## src/rtl/mpa_pkg.sv

```systemverilog
package mpa_pkg;
  localparam int PIX_W = 18;

  typedef enum logic [1:0] {
    BW18 = 2'b00,
    BW16 = 2'b01,
    BW9  = 2'b10,
    BW8  = 2'b11
  } bus_w_e;

  function automatic logic [4:0] lane_width(bus_w_e w);
    case (w)
      BW18:    return 5'd18;
      BW16:    return 5'd16;
      BW9:     return 5'd9;
      default: return 5'd8;
    endcase
  endfunction

  function automatic logic [1:0] parts_for(bus_w_e w, logic d666);
    if (d666) begin
      case (w)
        BW8:     return 2'd3;
        BW9:     return 2'd2;
        BW16:    return 2'd2;
        default: return 2'd1;
      endcase
    end
    return (w == BW8) ? 2'd2 : 2'd1;
  endfunction

  function automatic logic mode_bad(bus_w_e w, logic d666);
    return !d666 && (w == BW9 || w == BW18);
  endfunction

  function automatic logic [PIX_W-1:0] widen565(logic [15:0] c);
    return {c[15:11], c[15], c[10:5], c[4:0], c[4]};
  endfunction
endpackage

```

## src/rtl/mpa_sync.sv

```systemverilog
module mpa_sync #(
  parameter int W      = 4,
  parameter int STAGES = 2
) (
  input  logic         clk,
  input  logic         rst_n,
  input  logic [W-1:0] d,
  output logic [W-1:0] q
);
  logic [W-1:0] st [STAGES];

  for (genvar g = 0; g < STAGES; g++) begin : g_stage
    always_ff @(posedge clk or negedge rst_n) begin
      if (!rst_n) st[g] <= '1;
      else if (g == 0) st[g] <= d;
      else st[g] <= st[(g == 0) ? 0 : g-1];
    end
  end

  assign q = st[STAGES-1];
endmodule

```

## src/rtl/mpa_strobe_decode.sv

```systemverilog
module mpa_strobe_decode #(
  parameter int STAGES = 2
) (
  input  logic clk,
  input  logic rst_n,
  input  logic bus_68,
  input  logic cs_n,
  input  logic rs,
  input  logic wr_e,
  input  logic rd_rw,
  output logic wr_evt,
  output logic wr_cmd,
  output logic cs_idle
);
  logic [3:0]      s;
  logic            prev_wr;
  logic [STAGES:0] primed;
  logic            s_cs, s_rs, s_wr, s_rw;

  mpa_sync #(.W(4), .STAGES(STAGES)) u_sync (
    .clk(clk), .rst_n(rst_n), .d({cs_n, rs, wr_e, rd_rw}), .q(s)
  );

  assign {s_cs, s_rs, s_wr, s_rw} = s;

  always_ff @(posedge clk or negedge rst_n) begin
    if (!rst_n) begin
      prev_wr <= 1'b1;
      primed  <= '0;
    end else begin
      prev_wr <= s_wr;
      primed  <= {primed[STAGES-1:0], 1'b1};
    end
  end

  logic rise, fall;
  assign rise    = s_wr & ~prev_wr;
  assign fall    = ~s_wr & prev_wr;
  assign wr_evt  = primed[STAGES] & ~s_cs & (bus_68 ? (fall & ~s_rw) : rise);
  assign wr_cmd  = ~s_rs;
  assign cs_idle = s_cs;
endmodule

```

## src/rtl/mpa_packer.sv

```systemverilog
module mpa_packer
  import mpa_pkg::*;
#(
  parameter int CMD_W = 8
) (
  input  logic             clk,
  input  logic             rst_n,
  input  logic [1:0]       bus_width,
  input  logic             depth_666,
  input  logic             msb_first,
  input  logic [PIX_W-1:0] din,
  input  logic             wr_evt,
  input  logic             wr_cmd,
  input  logic             cs_idle,
  output logic             pix_valid,
  output logic [PIX_W-1:0] pix_data,
  output logic             cmd_strobe,
  output logic [CMD_W-1:0] cmd_byte,
  output logic             dat_strobe,
  output logic             mode_err
);
  bus_w_e           bw;
  logic [1:0]       n_parts, idx, k;
  logic [4:0]       lw;
  logic [5:0]       shift;
  logic [PIX_W-1:0] mask, lane, acc, acc_n;
  logic [2*PIX_W-1:0] placed;
  logic             last;

  always_comb begin
    bw      = bus_w_e'(bus_width);
    n_parts = parts_for(bw, depth_666);
    lw      = lane_width(bw);
    mask    = {PIX_W{1'b1}} >> (5'(PIX_W) - lw);
    lane    = din & mask;
    k       = msb_first ? (n_parts - 2'd1 - idx) : idx;
    shift   = 6'(k) * 6'(lw);
    placed  = {{PIX_W{1'b0}}, lane} << shift;
    acc_n   = ((idx == 2'd0) ? '0 : acc) | placed[PIX_W-1:0];
    last    = (idx == n_parts - 2'd1);
  end

  always_ff @(posedge clk or negedge rst_n) begin
    if (!rst_n) begin
      idx        <= '0;
      acc        <= '0;
      pix_valid  <= 1'b0;
      pix_data   <= '0;
      cmd_strobe <= 1'b0;
      cmd_byte   <= '0;
      dat_strobe <= 1'b0;
      mode_err   <= 1'b0;
    end else begin
      pix_valid  <= 1'b0;
      cmd_strobe <= 1'b0;
      dat_strobe <= 1'b0;
      mode_err   <= mode_bad(bw, depth_666);
      if (cs_idle) begin
        idx <= '0;
      end else if (wr_evt) begin
        if (wr_cmd) begin
          cmd_strobe <= 1'b1;
          cmd_byte   <= din[CMD_W-1:0];
          idx        <= '0;
        end else begin
          dat_strobe <= 1'b1;
          if (!mode_err) begin
            if (last) begin
              pix_valid <= 1'b1;
              pix_data  <= depth_666 ? acc_n : widen565(acc_n[15:0]);
              idx       <= '0;
            end else begin
              acc <= acc_n;
              idx <= idx + 2'd1;
            end
          end
        end
      end
    end
  end
endmodule

```

## src/rtl/mpu_pixel_assembler.sv

```systemverilog
module mpu_pixel_assembler
  import mpa_pkg::*;
#(
  parameter int SYNC_STAGES = 2,
  parameter int CMD_W       = 8
) (
  input  logic             clk,
  input  logic             rst_n,
  input  logic             bus_68,
  input  logic [1:0]       bus_width,
  input  logic             depth_666,
  input  logic             msb_first,
  input  logic             cs_n,
  input  logic             rs,
  input  logic             wr_e,
  input  logic             rd_rw,
  input  logic [PIX_W-1:0] din,
  output logic             pix_valid,
  output logic [PIX_W-1:0] pix_data,
  output logic             cmd_strobe,
  output logic [CMD_W-1:0] cmd_byte,
  output logic             dat_strobe,
  output logic             mode_err
);
  logic wr_evt, wr_cmd, cs_idle;

  mpa_strobe_decode #(.STAGES(SYNC_STAGES)) u_decode (
    .clk(clk), .rst_n(rst_n), .bus_68(bus_68), .cs_n(cs_n), .rs(rs),
    .wr_e(wr_e), .rd_rw(rd_rw),
    .wr_evt(wr_evt), .wr_cmd(wr_cmd), .cs_idle(cs_idle)
  );

  mpa_packer #(.CMD_W(CMD_W)) u_packer (
    .clk(clk), .rst_n(rst_n), .bus_width(bus_width), .depth_666(depth_666),
    .msb_first(msb_first), .din(din), .wr_evt(wr_evt), .wr_cmd(wr_cmd),
    .cs_idle(cs_idle), .pix_valid(pix_valid), .pix_data(pix_data),
    .cmd_strobe(cmd_strobe), .cmd_byte(cmd_byte), .dat_strobe(dat_strobe),
    .mode_err(mode_err)
  );
endmodule

```

## config.mk

```make
export PLATFORM = sky130hd
export DESIGN_NAME = mpu_pixel_assembler
export DESIGN_NICKNAME = d
export VERILOG_FILES = /design/src/rtl/mpa_pkg.sv /design/src/rtl/mpa_sync.sv /design/src/rtl/mpa_strobe_decode.sv /design/src/rtl/mpa_packer.sv /design/src/rtl/mpu_pixel_assembler.sv
export SDC_FILE = /design/constraint.sdc
export NUM_CORES = 1
export LEC_CHECK = 0
export BUFFER_PORTS_ARGS = -buffer_cell sky130_fd_sc_hd__buf_2
export CORE_ASPECT_RATIO = 0.9
export CORE_MARGIN = 1.5
export CORE_UTILIZATION = 31
export CTS_CLUSTER_SIZE = 12
export DETAILED_ROUTE_END_ITERATION = 6
export PLACE_DENSITY = 0.48
export SYNTH_ARGS = -nofsm -noshare
export SYNTH_HDL_FRONTEND = slang
export SYNTH_HIERARCHICAL = 1
export SYNTH_SLANG_ARGS = --single-unit
export TNS_END_PERCENT = 100
```

## constraint.sdc

```tcl
create_clock -name clk -period 3.4 [get_ports clk]
set_input_delay 0.34 -clock clk [delete_from_list [all_inputs] [get_ports clk]]
set_output_delay 0.34 -clock clk [all_outputs]
set_load 0.01 [all_outputs]
```

Word-level counts from Yosys, hierarchy flattened --
Index checks and enable logic that the tools add are counted.
Storage, ports and cells: flip-flop bits (word level) 62, latch bits 0, bits in writable memories 0, bits in read-only memories 0, input port bits 29, output and inout bits 30, logic and storage cells 75, memories kept 0
Operators by class: add/sub/neg operators 4, multiply operators 1, divide/modulo/power cells 0, magnitude comparators 0, equal/unequal tests 5, shift-type cells 2, muxes and demuxes 26, bitwise logic cells 14, reductions and logical operators 11
Operators by type and width (number):
- 2-to-1 mux 18 bit | 2
- AND 18 bit | 1
- 2-to-1 mux 2 bit | 9
- OR 18 bit | 1
- left shift 18 x 6 -> 18 bit | 1
- >> shifter 18 x 5 -> 18 bit, first input constant | 1
- one-hot mux 5 bit (3 select lines) | 1
- 2-to-1 mux 1 bit | 13
- AND reduction 5 bit | 2
- inverter 1 bit | 7
- multiplier 2 x 5 -> 6 bit | 1
- AND 1 bit | 5
- subtractor 5 bit, first input constant | 1
- equality test 2 bit, second input constant | 2
- logical NOT 2 bit | 2
- one-hot mux 2 bit (2 select lines) | 1
- != test 3 bit, second input constant | 1
- AND reduction 3 bit | 1
- adder 2 x 1 -> 2 bit, second input constant | 1
- equality test 2 x 1 -> 1 bit, second input constant | 1
- equality test 2 bit | 1
- AND reduction 2 bit | 1
- nonzero test 2 bit | 1
- OR reduction 2 bit | 1
- other kinds (5) | 5

Longest topological paths before layout --
Gate-level depths: netlist (run 1).
word-level depth 12, gate-level depth with buffers 18, mapped depth without buffers 17

Cells and area by module --
Netlist (run 1), hierarchy kept.
By module, submodules not included:
- mpa_packer | instances 1, cells each 472, area an instance 3992.6 um^2, sequential area each 1251.2 um^2
- mpa_sync | instances 1, cells each 12, area an instance 240.2 um^2, sequential area each 210.2 um^2
- mpa_strobe_decode | instances 1, cells each 10, area an instance 140.1 um^2, sequential area each 101.3 um^2

Worst setup path before layout (run 1) --
OpenSTA, ideal clock, no wires.
path kind input -> register, start in depth_666, end reg u_packer.pix_data[6], library setup time 141 ps, data arrival time 3714 ps, required time 3259 ps, path slack -455 ps, cell stages on the path 17, path buffers 4, cells stage by stage buf_2 > buf_2 > mux2i_1 > ha_1 > and3b_1 > o211ai_1 > and2_1 > nor2_1 > ha_1 > ha_1 > clkbuf_1 > inv_1 > clkbuf_1 > mux2_2 > a21oi_1 > a2bb2oi_1 > o221ai_1
On the way: word-level cells in the longest chain between the ends 9, elaborated cells between the ends (all ways) 11, classes of those cells add/sub (2); mul (1); eq/ne (1); shift (1); mux (4); bitwise (1); reduce/logical (1)
RTL lines:
- start, declared | RTL line mpu_pixel_assembler.sv:11 | input logic depth_666,
- 2-to-1 mux 1 bit | RTL line mpa_pkg.sv:21 | if (d666) begin
- 2-to-1 mux 2 bit | RTL line mpa_pkg.sv:29 | return (w == BW8) ? 2'd2 : 2'd1;
- subtractor 2 x 1 -> 2 bit | RTL line mpa_packer.sv:36, mpa_packer.sv:40
- subtractor 2 bit | RTL line mpa_packer.sv:36 | k = msb_first ? (n_parts - 2'd1 - idx) : idx;
- 2-to-1 mux 2 bit | RTL line mpa_packer.sv:36
- multiplier 2 x 5 -> 6 bit | RTL line mpa_packer.sv:37 | shift = 6'(k) * 6'(lw);
- left shift 18 x 6 -> 18 bit | RTL line mpa_packer.sv:38 | placed = {{PIX_W{1'b0}}, lane} << shift;
- OR 18 bit | RTL line mpa_packer.sv:39 | acc_n = ((idx == 2'd0) ? '0 : acc) | placed[PIX_W-1:0];
- 2-to-1 mux 18 bit | RTL line mpa_packer.sv:70 | pix_data <= depth_666 ? acc_n : widen565(acc_n[15:0]);
- end signal, assigned | RTL line mpa_packer.sv:70
- end, declared | RTL line mpa_packer.sv:16 | output logic [PIX_W-1:0] pix_data,
Parallel ways exist; a longest one is shown, timed or not. A chain may end at the register's enable or synchronous reset.

Final worst setup path (run 1) --
start in bus_width[1], end reg u_packer.pix_data[3]
On the way: word-level cells in the longest chain between the ends 12, elaborated cells between the ends (all ways) 22, classes of those cells add/sub (3); mul (1); eq/ne (4); shift (2); mux (7); bitwise (2); reduce/logical (3)
RTL lines:
- start, declared | RTL line mpu_pixel_assembler.sv:10 | input logic [1:0] bus_width,
- equality test 2 x 1 -> 1 bit / equality test 2 bit (equally long branches) | RTL line mpa_pkg.sv:12, mpa_pkg.sv:22
- OR reduction 2 bit (no line)
- one-hot mux 2 bit (2 select lines) | RTL line mpa_pkg.sv:22 | case (w)
- 2-to-1 mux 2 bit | RTL line mpa_pkg.sv:21
- 2-to-1 mux 2 bit | RTL line mpa_pkg.sv:29
- subtractor 2 x 1 -> 2 bit | RTL line mpa_packer.sv:36, mpa_packer.sv:40
- subtractor 2 bit | RTL line mpa_packer.sv:36
- 2-to-1 mux 2 bit | RTL line mpa_packer.sv:36
- multiplier 2 x 5 -> 6 bit | RTL line mpa_packer.sv:37
- left shift 18 x 6 -> 18 bit | RTL line mpa_packer.sv:38
- OR 18 bit | RTL line mpa_packer.sv:39
- 2-to-1 mux 18 bit | RTL line mpa_packer.sv:70
Parallel ways exist; a longest one is shown, timed or not. The select of a mux whose other input is x is not followed.

==> results.ini, run 1 <==
[status]
status=completed

[setup_path]
cp_common_cell=and2_4
path_cells=buf_8, inv_4, ha_4, mux2i_1, ha_2, and3b_1, o211ai_1, and2_4, buf_6, nor2_2, ha_4, and2_4, a41oi_4, a211oi_4, buf_6, o2111ai_4, buf_4, o32a_1, and2_4, o21ai_1
crit_required_ns=3.66
path_buf_inv=5
startpoint_type=primary input
critPathMaxFanout=4
critPathArrivalTime_ns=3.66
slowest_delay_ns=0.34
path_delay_family=compound AO/OA/AOI/OAI gates
critPathSlowestCell=o32a_1
critical_path_class=primary input to register
cp-end-kind=register

[sta]
finalCritPeriodShare_pct=100
finalSetupViolations=0
whs_ns=0.0313
worstMarginPinSlew_ns=0.721
relSlewSlack_pct=51.8
finClkSkew_ns=0.00872
max_freq_mhz=294
period_minus_slack_ns=3.40
timing_hold_violations_final=0
rsz0062_at_grt=true
slew_viol_final=0

[cells_and_area]
multi_input_area_um2=3000
diodes=0
n_fill_cell=1347
drive_gt1_share_pct=44.6
fin_area_um2=6360
seq_area_um2=1560
layout_commonest_cell=buf_4
layout_common_cells=buf_4 (95), nand2_1 (62), buf_2 (56)
syn2layout_area_growth_pct=45.5
fin_cells=826
fin_nets=672

[logic_synthesis]
synth_ff_type=dfrtp_1
syn-cell-area_um2=4370
synth_cell_types=87
ys_warn_count=6
synthArstFlopShare_pct=100
synth-edff-count=0
syn_inst=494
ys_seq_area_share_pct=35.7
syn-num-nets=534
synth-seq-cells=62
avgSynthCellArea_um2=8.85

[worst_hold_path]
min_path_type=primary input to async pin

[placed_design]
dp_hpwl_um=11400
placed_cells=790
place_congestion=0.915
port_buffers=58
placed_cell_area_um2=5440

[grt]
grt_use_total_pct=21.8
grt_pass1_wl_um=24600
grt_max_degree=29
grt_pass1_vias=4390
antenna_found_initial=0
gr-total-overflow=0

[power]
power_density_nw_per_um2=385
irDropWorstVdd_uv=235
leakagePower_uw=0.00277

[cts]
cts_sinks=62
cts_tree=built
clockBufferDepth=2
insertion_delay_ns=0.34
clk_pin_slew_ns=0.06
cts_made_buffers=9
cts_root_buf=clkbuf_16
htree_levels=3
cts_hold_buf=0

[drt]
firstDrtPassIters=5
ant_nets=0
viasPerCell=5.51
drc=0
drt-wirelength-per-cell_um=19.1
vias=4554
drt_iter0_drc=285
wl_um=15700

[floorplanning]
die_area_um2=14800
chipWidth_um=128
row_count=40
design.portCount=59
initial_core_util_pct=32.2
die_h_um=116
coreArea_um2=13600

[job]
maxCapViolations=0

-- metrics by stage --
| stage | setup WS, ns | power [uW] | TNS [ns] | utilization, % |
|---|---|---|---|---|
| after global routing | -0.169 | 2570 | -2.31 | 46.9 |
| after detailed placement | -0.603 | 1440 | -14.81 | 40.1 |
| after floorplan | -0.157 | 1190 | -1.40 | - |
| after CTS | -0.0126 | 2370 | -0.0376 | 43.8 |
| after global placement | -0.626 | 1440 | -12.40 | 40.1 |
| final | 0.00141 | 2450 | 0 | 46.9 |
-- report_power, final --
group	internal, uW	switching [uW]
Combinational	345	396
Sequential	803	31.4
Clock	513	358
-- layer usage --
metal,track usage [%],vias to the layer above,share of wire [%]
li1,-,2141,-
met1,30.2,2266,48
met2,33.9,116,45
met3,3.65,31,3.7
met4,9.06,0,2.9
met5,0,-,0
-- kinds of logic (layout without fill, tap and decap cells) --
kind of cell / Yosys count / count (layout) / synth area share [%]
AOI/OAI and AO/OA: 165 / 166 / 28.6
xor gates and xnor gates: 2 / 2 / 0.401
adders and majority gates: 11 / 11 / 3.15
buffers and inverters: 65 / 207 / 7.30
DFF: 62 / 62 / 35.7
muxes: 17 / 17 / 5.12
other: 1 / 1 / 0.0858
and+or+nand+nor: 171 / 171 / 19.6
-- flip-flops by register name, summed over array words and instances, names as in the netlist --
name,count
u_decode/prev_wr,1
u_decode/primed,3
u_decode/u_sync/q,4
u_decode/u_sync/st,4
u_packer/acc,18
u_packer/cmd_byte,8
u_packer/cmd_strobe,1
u_packer/dat_strobe,1
u_packer/idx,2
u_packer/mode_err,1
u_packer/pix_data,18
u_packer/pix_valid,1
-- Yosys cell counts (all sizes together), types with 6 or more instances --
cell / instances / area share, %
nand2: 66 / 5.7
nand4: 10 / 1.4
a31oi: 9 / 1.3
o211ai: 6 / 1.1
nor2b: 6 / 0.86
clkbuf: 17 / 1.5
a2bb2oi: 6 / 1.2
dfstp: 9 / 5.4
buf: 23 / 3.7
dfrtp: 53 / 30
a21oi: 18 / 2.1
nor4: 7 / 1.3
inv: 25 / 2.1
o221ai: 8 / 1.6
mux2i: 10 / 2.3
and2: 10 / 1.4
nand3: 6 / 0.69
o31ai: 10 / 1.7
o21ai: 33 / 3.8
nor3: 12 / 1.5
nor2: 29 / 2.5
a211oi: 11 / 2.3
ha: 11 / 3.1
nand2b: 6 / 0.86
-- area by class of cell --
| cell class | instances | share of cell area, % |
|---|---|---|
| Multi-Input combinational cell | 368 | 47.1 |
| Sequential cell | 62 | 24.6 |
| Timing Repair Buffer | 166 | 18.6 |
| Clock buffer | 11 | 3.82 |
| Tap cell | 189 | 3.72 |
| Clock inverter | 5 | 0.531 |
| Inverter | 25 | 1.63 |
-- final timing paths --
| kind | startpoint | end | slack, ns | cells past startpoint |
|---|---|---|---|---|
| setup / recovery | bus_width[1] | u_packer/pix_data[3] | 0.001 | 20 |
| hold / removal | rst_n | u_packer/cmd_byte[1] | 0.03 | 1 |
| setup reg to reg | u_packer/idx[0] | u_packer/pix_data[3] | 0.12 | 16 |
| hold reg to reg | u_decode/primed[0] | u_decode/primed[1] | 0.35 | 0 |
| max in group asynchronous | rst_n | u_decode/u_sync/st[6] | 2.48 | 2 |
| min in group clk | wr_e | u_decode/u_sync/st[5] | 0.10 | 1 |
-- timing repair --
action,4_1_cts,5_1_grt
setup buffers,7,12
pin swaps,8,39
gates cloned,1,0
endpoints found under the setup margin,26,33
resized for setup,30,64
Power figures use the tool's default switching activity.
==> run 2, diff against run 1 <==
- ABC_CLOCK_PERIOD_IN_PS: default -> 3400
- BUFFER_PORTS_ARGS: -buffer_cell sky130_fd_sc_hd__buf_2 -> -buffer_cell sky130_fd_sc_hd__buf_4
- CORE_UTILIZATION: 31 -> 53
- PLACE_DENSITY: 0.48 -> 0.75
==> run 2 against run 1 <==
The flow now finishes with violations (negative setup slack); sequential share of layout area grew 2.4 points; total power is 8.5% lower; critical path depth down 1; core utilization grew 25 points; maximum frequency down 1.0%; clock power fell by 13%; final area fell by 9.0%; die area decreased by 41%; largest power group is now sequential cells.
==> results.ini, run 2 (same netlist as run 1, synthesis figures left out) <==
[power]
irDropWorstVdd_uv=340  ; +44%
p_seq_share_pct=37.3  ; +3.2 points
comb_power_share_pct=28.8  ; -1.5 points
p_int_uw=1520  ; -8.4%
leakagePower_uw=0.00253  ; -8.6%
power_density_nw_per_um2=387  ; +0.61%
p_total_uw=2240  ; -8.5%
swShare_pct=32.0  ; -0.069 points
pwr-share-clk_pct=33.9  ; -1.7 points
switching_power_uw=717  ; -8.7%

[cts]
htree_levels=3  ; unchanged
cts_root_buf=clkbuf_8
cts_made_buffers=9  ; unchanged
clk_pin_slew_ns=0.08  ; +0.02 ns
clockBufferDepth=2  ; unchanged
insertion_delay_ns=0.34  ; about the same
cts_tree=built
cts_sinks=62  ; unchanged

[placed_design]
port_buffers=58  ; unchanged
placed_cells=675  ; -15%
place_congestion=0.958  ; +4.7%
dp_hpwl_um=10300  ; -9.7%

[status]
status=complete, but fails checks
violations=negative setup slack

[setup_path]
slowest_delay_ns=0.36  ; +0.02 ns
crit_start=bus_width[1]
critPathArrivalTime_ns=3.67  ; about the same
critPathSlowestCell=a32oi_2
cp-end-kind=register
startpoint_type=primary input
path_buf_inv=3  ; -2
crit_required_ns=3.63  ; -0.03 ns
path_delay_family=compound AO/OA/AOI/OAI gates
critical_path_class=primary input to register
r2r-start=u_packer/idx[0]
critPathMaxFanout=5  ; +1
path_cells=buf_6, inv_4, ha_4, mux2i_1, ha_2, and3b_1, o211ai_1, and2_4, nor2_2, ha_2, ha_4, and2_4, a41oi_4, a211oi_4, buf_4, o2111a_2, a32oi_2, nor2_1, a221o_1

[cells_and_area]
fin_nets=632  ; -6.0%
diodes=0  ; unchanged
drive_gt1_share_pct=37.4  ; -7.2 points
n_fill_cell=592  ; -56%
syn2layout_area_growth_pct=32.3
layout_common_cells=buf_4 (121), nand2_1 (62), dfrtp_1 (53)
layout_commonest_cell=buf_4
fin_cells=696  ; -16%
reg_top3=u_packer/acc x18, u_packer/pix_data x18, u_packer/cmd_byte x8

[sta]
whs_ns=0.0466  ; +0.0153 ns
finalCritPeriodShare_pct=101  ; +1.1 points
setup_ws_ns=-0.0345  ; -0.0359 ns
rsz0062_at_grt=true
timing_hold_violations_final=0  ; unchanged
setup-tns-final_ns=-0.0365  ; -0.0365 ns
finalSetupViolations=2  ; +2
finClkSkew_ns=0.00767  ; -0.00105 ns
period_minus_slack_ns=3.43  ; +0.0359 ns
slew_viol_final=0  ; unchanged
max_freq_mhz=291  ; -1.0%
relSlewSlack_pct=50.6  ; -1.2 points
worstMarginPinSlew_ns=0.741  ; +0.0197 ns

[drt]
firstDrtPassIters=7  ; +2
drc=0  ; unchanged
drt_iter0_drc=400  ; +40%
drt-wirelength-per-cell_um=19.8  ; +4.1%
viasPerCell=6.45  ; +17%
wl_um=13800  ; -12%
ant_nets=0  ; unchanged
vias=4492  ; -1.4%

[floorplanning]
die_h_um=89.2  ; -23%
row_count=31  ; -23%
coreArea_um2=8030  ; -41%
initial_core_util_pct=54.5  ; +22 points
design.portCount=59  ; unchanged
die_area_um2=8810  ; -41%
chipWidth_um=98.7  ; -23%

[grt]
grt_pass1_wl_um=21700  ; -12%
grt_max_degree=63  ; +120%
antenna_found_initial=0  ; unchanged
grt_use_total_pct=31.9  ; +10 points
gr-total-overflow=0  ; unchanged
grt_pass1_vias=4192  ; -4.5%

[job]
maxCapViolations=0  ; unchanged

[worst_hold_path]
min_path_type=primary input to async pin

## run 2: path summary, 6_finish.rpt
| path | end | slack [ns] | cells past startpoint |
|---|---|---|---|
| hold reg to reg | u_decode/u_sync/q[1] | 0.36 | 0 |
| setup / recovery | u_packer/pix_data[0] | -0.03 | 19 |
| setup reg to reg | u_packer/pix_data[0] | 0.10 | 15 |
| hold / removal | u_packer/cmd_byte[6] | 0.05 | 1 |
| min in group clk | u_decode/u_sync/st[4] | 0.10 | 1 |
| max in group asynchronous | u_packer/dat_strobe | 2.85 | 1 |
## run 2: per-layer routing
| layer | GRT usage, % | part of all wire [%] | up-vias |
|---|---|---|---|
| li1 | - | - | 2053 |
| met1 | 42.8 | 43 | 2178 |
| met5 | 0 | 0 | - |
| met3 | 5.39 | 7.8 | 32 |
| met2 | 52.7 | 47 | 229 |
| met4 | 11.2 | 2.5 | 0 |
## run 2: power groups by stage
stage	logic (uW)	clock network (uW)	registers (uW)
floorplan	332	0	862
global placement	583	0	845
detailed placement	588	0	848
CTS	598	770	834
global route	696	799	841
finish	646	759	834
## run 2: cell type report
class                      count  area (um2)  area share [%]
timing repair buffer         126         982            17.0
multi-input combinational    368        2780            48.1
sequential                    62        1560            27.0
tap                           99         124            2.14
inverter                      25         106            1.84
clock buffer                   9         124            2.14
clock inverter                 7         105            1.82
## run 2: through the flow
stage,setup slack [ns],cell area (um2),util [%]
after floorplan,-0.157,4540,-
after global placement,-0.411,5290,65.9
after detailed placement,-0.542,5290,65.9
after CTS,-0.0472,5560,69.3
after global routing,-0.163,5790,72.1
final,-0.0345,5790,72.1
## run 2: repair_timing
item | in CTS | in global routing
hold buffers | 0 | 0
pin swaps | 0 | 17
gates resized for setup | 7 | 39
gates cloned | 0 | 1
setup endpoints to repair | 18 | 34
buffers inserted | 0 | 4
==> run 3, diff against run 2 <==
- PLACE_DENSITY: 0.75 -> default
- PLACE_DENSITY_LB_ADDON: default -> 0.2
==> run 3 against run 2 <==
The run ends with design-rule violations, negative setup slack left; core utilization rose by 1.5 points; hold slack better by 0.021 ns; largest cell class unchanged; clock power is 11% lower; sequential power hardly changed; highest routed layer unchanged; worst setup slack lost 0.021 ns; critical endpoint is now u_packer/pix_data[13]; non-clock buffer count increased by 7.
==> results.ini, run 3 (same netlist as run 1, synthesis figures left out) <==
[cts]
cts_sinks=62  ; unchanged
htree_levels=3  ; unchanged
clk_pin_slew_ns=0.07  ; about the same
cts_made_buffers=9  ; unchanged
cts_hold_buf=0  ; unchanged
cts_tree=built
clockBufferDepth=2  ; unchanged
insertion_delay_ns=0.34  ; about the same
cts_root_buf=clkbuf_8

[setup_path]
reg2reg_to=u_packer/pix_data[13]
rrSetupSlack_ns=0.11  ; about the same
critical_path_class=primary input to register
path_buf_inv=3  ; unchanged
crit_required_ns=3.65  ; +0.02 ns
critPathMaxFanout=7  ; +2
cp_num_cells=16  ; -3
path_delay_family=compound AO/OA/AOI/OAI gates
startpoint_type=primary input
path_cells=buf_12, inv_8, ha_4, mux2i_2, ha_2, and2_1, nor3_1, ha_4, ha_4, and2_4, a41oi_4, a211oi_2, buf_4, o2111ai_4, o32a_1, a221oi_2
critPathSlowestCell=o32a_1
rr_worst_depth=12  ; -3
cp-end-kind=register
crit_path_end=u_packer/pix_data[13]
crit_start=bus_width[0]
slowest_delay_ns=0.47  ; +0.11 ns
cp_common_cell=ha_4
r2r-start=u_packer/idx[0]
critPathArrivalTime_ns=3.70  ; +0.03 ns

[status]
status=complete, but fails checks
violations=design-rule violations, negative setup slack

[power]
p_seq_share_pct=38.0  ; +0.7 points
pwr-share-clk_pct=30.6  ; -3.3 points
swShare_pct=32.4  ; +0.37 points
p_total_uw=2200  ; -1.9%
power_density_nw_per_um2=372  ; -3.9%
leakagePower_uw=0.00256  ; +1.1%
comb_power_share_pct=31.4  ; +2.6 points
irDropWorstVdd_uv=297  ; -13%
p_int_uw=1480  ; -2.4%
switching_power_uw=712  ; -0.75%

[cells_and_area]
n_fill_cell=596  ; +0.68%
reg_top3=u_packer/acc x18, u_packer/pix_data x18, u_packer/cmd_byte x8
drive_gt1_share_pct=38.7  ; +1.4 points
seq_area_um2=1560  ; unchanged
diodes=0  ; unchanged
utilization_pct=73.6  ; +1.5 points
layout_common_cells=buf_4 (126), nand2_1 (64), dfrtp_1 (53)
syn2layout_area_growth_pct=35.1
multi_input_area_um2=2860  ; +2.7%
fin_nets=639  ; +1.1%
layout_commonest_cell=buf_4

[drt]
wl_um=14700  ; +6.7%
vias=4631  ; +3.1%
drt_iter0_drc=470  ; +18%
firstDrtPassIters=7  ; unchanged
drt-wirelength-per-cell_um=21.0  ; +5.6%
viasPerCell=6.59  ; +2.1%
ant_nets=0  ; unchanged
drc=5  ; +5

[grt]
grt_max_degree=63  ; unchanged
grt.busiest_layer=met2
grt_use_total_pct=32.5  ; +0.63 points
gr-total-overflow=0  ; unchanged
antenna_found_initial=0  ; unchanged
met3_usage_pct=5.55  ; +0.16 points
grt_pass1_wl_um=22100  ; +1.9%
grtUsageMet2_pct=53.5  ; +0.82 points
met1_usage_pct=43.5  ; +0.65 points
grt_pass1_vias=4286  ; +2.2%

[worst_hold_path]
min_path_type=primary input to async pin

[floorplanning]
design.portCount=59  ; unchanged
die_area_um2=8810  ; unchanged
row_count=31  ; unchanged
coreArea_um2=8030  ; unchanged
chipWidth_um=98.7  ; unchanged
die_h_um=89.2  ; unchanged
initial_core_util_pct=54.5  ; unchanged

[sta]
relSlewSlack_pct=47.7  ; -2.9 points
rsz0062_at_grt=true
max_freq_mhz=289  ; -0.62%
period_minus_slack_ns=3.46  ; +0.0214 ns
setup_ws_ns=-0.0558  ; -0.0214 ns
slew_viol_final=0  ; unchanged
timing_hold_violations_final=0  ; unchanged
finClkSkew_ns=0.00754  ; -0.000126 ns
finalSetupViolations=6  ; +4
worstMarginPinSlew_ns=0.782  ; +0.0411 ns
finalCritPeriodShare_pct=102  ; +0.63 points

[placed_design]
place_congestion=0.903  ; -5.7%
port_buffers=58  ; unchanged
dp_hpwl_um=10400  ; +0.47%

[job]
maxCapViolations=0  ; unchanged

-- run 3: metal layers --
| metal | wire length, um | vias up |
|---|---|---|
| met2 | 7050 | 283 |
| met1 | 5950 | 2261 |
| met3 | 1400 | 28 |
| met5 | 0 | - |
| li1 | - | 2059 |
| met4 | 334 | 0 |
-- run 3: stage by stage --
step	instances	TNS, ns	setup slack (ns)	hold WS (ns)	area, um2
4_1_cts	696	0	0.00515	0.0842	5610
2_1_floorplan	494	-1.40	-0.157	0.0444	4540
3_3_place_gp	678	-7.86	-0.353	0.336	5330
5_1_grt	703	-2.63	-0.162	0.0806	5910
3_5_place_dp	678	-12.68	-0.469	0.338	5330
6_report	703	-0.110	-0.0558	0.0674	5910
-- run 3: worst min path at each step --
stage | cells after the start | slack (ns) | to | start
4_1_cts | 1 | 0.08 | u_packer/cmd_byte[2] | rst_n
2_1_floorplan | 0 | 0.04 | u_decode/primed[0] | rst_n
6_report | 1 | 0.07 | u_packer/cmd_byte[2] | rst_n
3_5_place_dp | 0 | 0.34 | u_decode/primed[1] | u_decode/primed[0]
3_3_place_gp | 0 | 0.34 | u_decode/primed[2] | u_decode/primed[1]
5_1_grt | 1 | 0.08 | u_decode/u_sync/st[4] | rd_rw
-- run 3: repair_timing --
item,4_1_cts,5_1_grt
pin swaps,1,25
setup buffers,2,6
cloned,0,1
gates resized for setup,10,49
setup endpoints to repair,19,36
-- run 3: worst register-to-register path, delay by kind of cell (launching register included) --
family	cells	cell delay, ns
AO/OA/AOI/OAI	5	1.30
adder cells (fa/ha/maj)	3	0.63
buffers and inverters	1	0.18
flip-flops	1	0.39
AND/OR/NAND/NOR	3	0.70
-- run 3: layout make-up --
cell class                      instances  share of cell area (%)
Clock buffer                           10                    2.33
Clock inverter                          6                    1.19
Inverter                               25                    1.76
Multi-Input combinational cell        368                    48.4
Sequential cell                        62                    26.5
Tap cell                               99                    2.10
Timing Repair Buffer                  133                    17.8
-- run 3: power groups by stage --
stage | clock network (uW) | logic, uW | registers, uW
4_1_cts | 688 | 613 | 834
3_3_place_gp | 0 | 590 | 845
5_1_grt | 717 | 733 | 842
2_1_floorplan | 0 | 332 | 862
3_5_place_dp | 0 | 596 | 848
6_report | 673 | 689 | 835
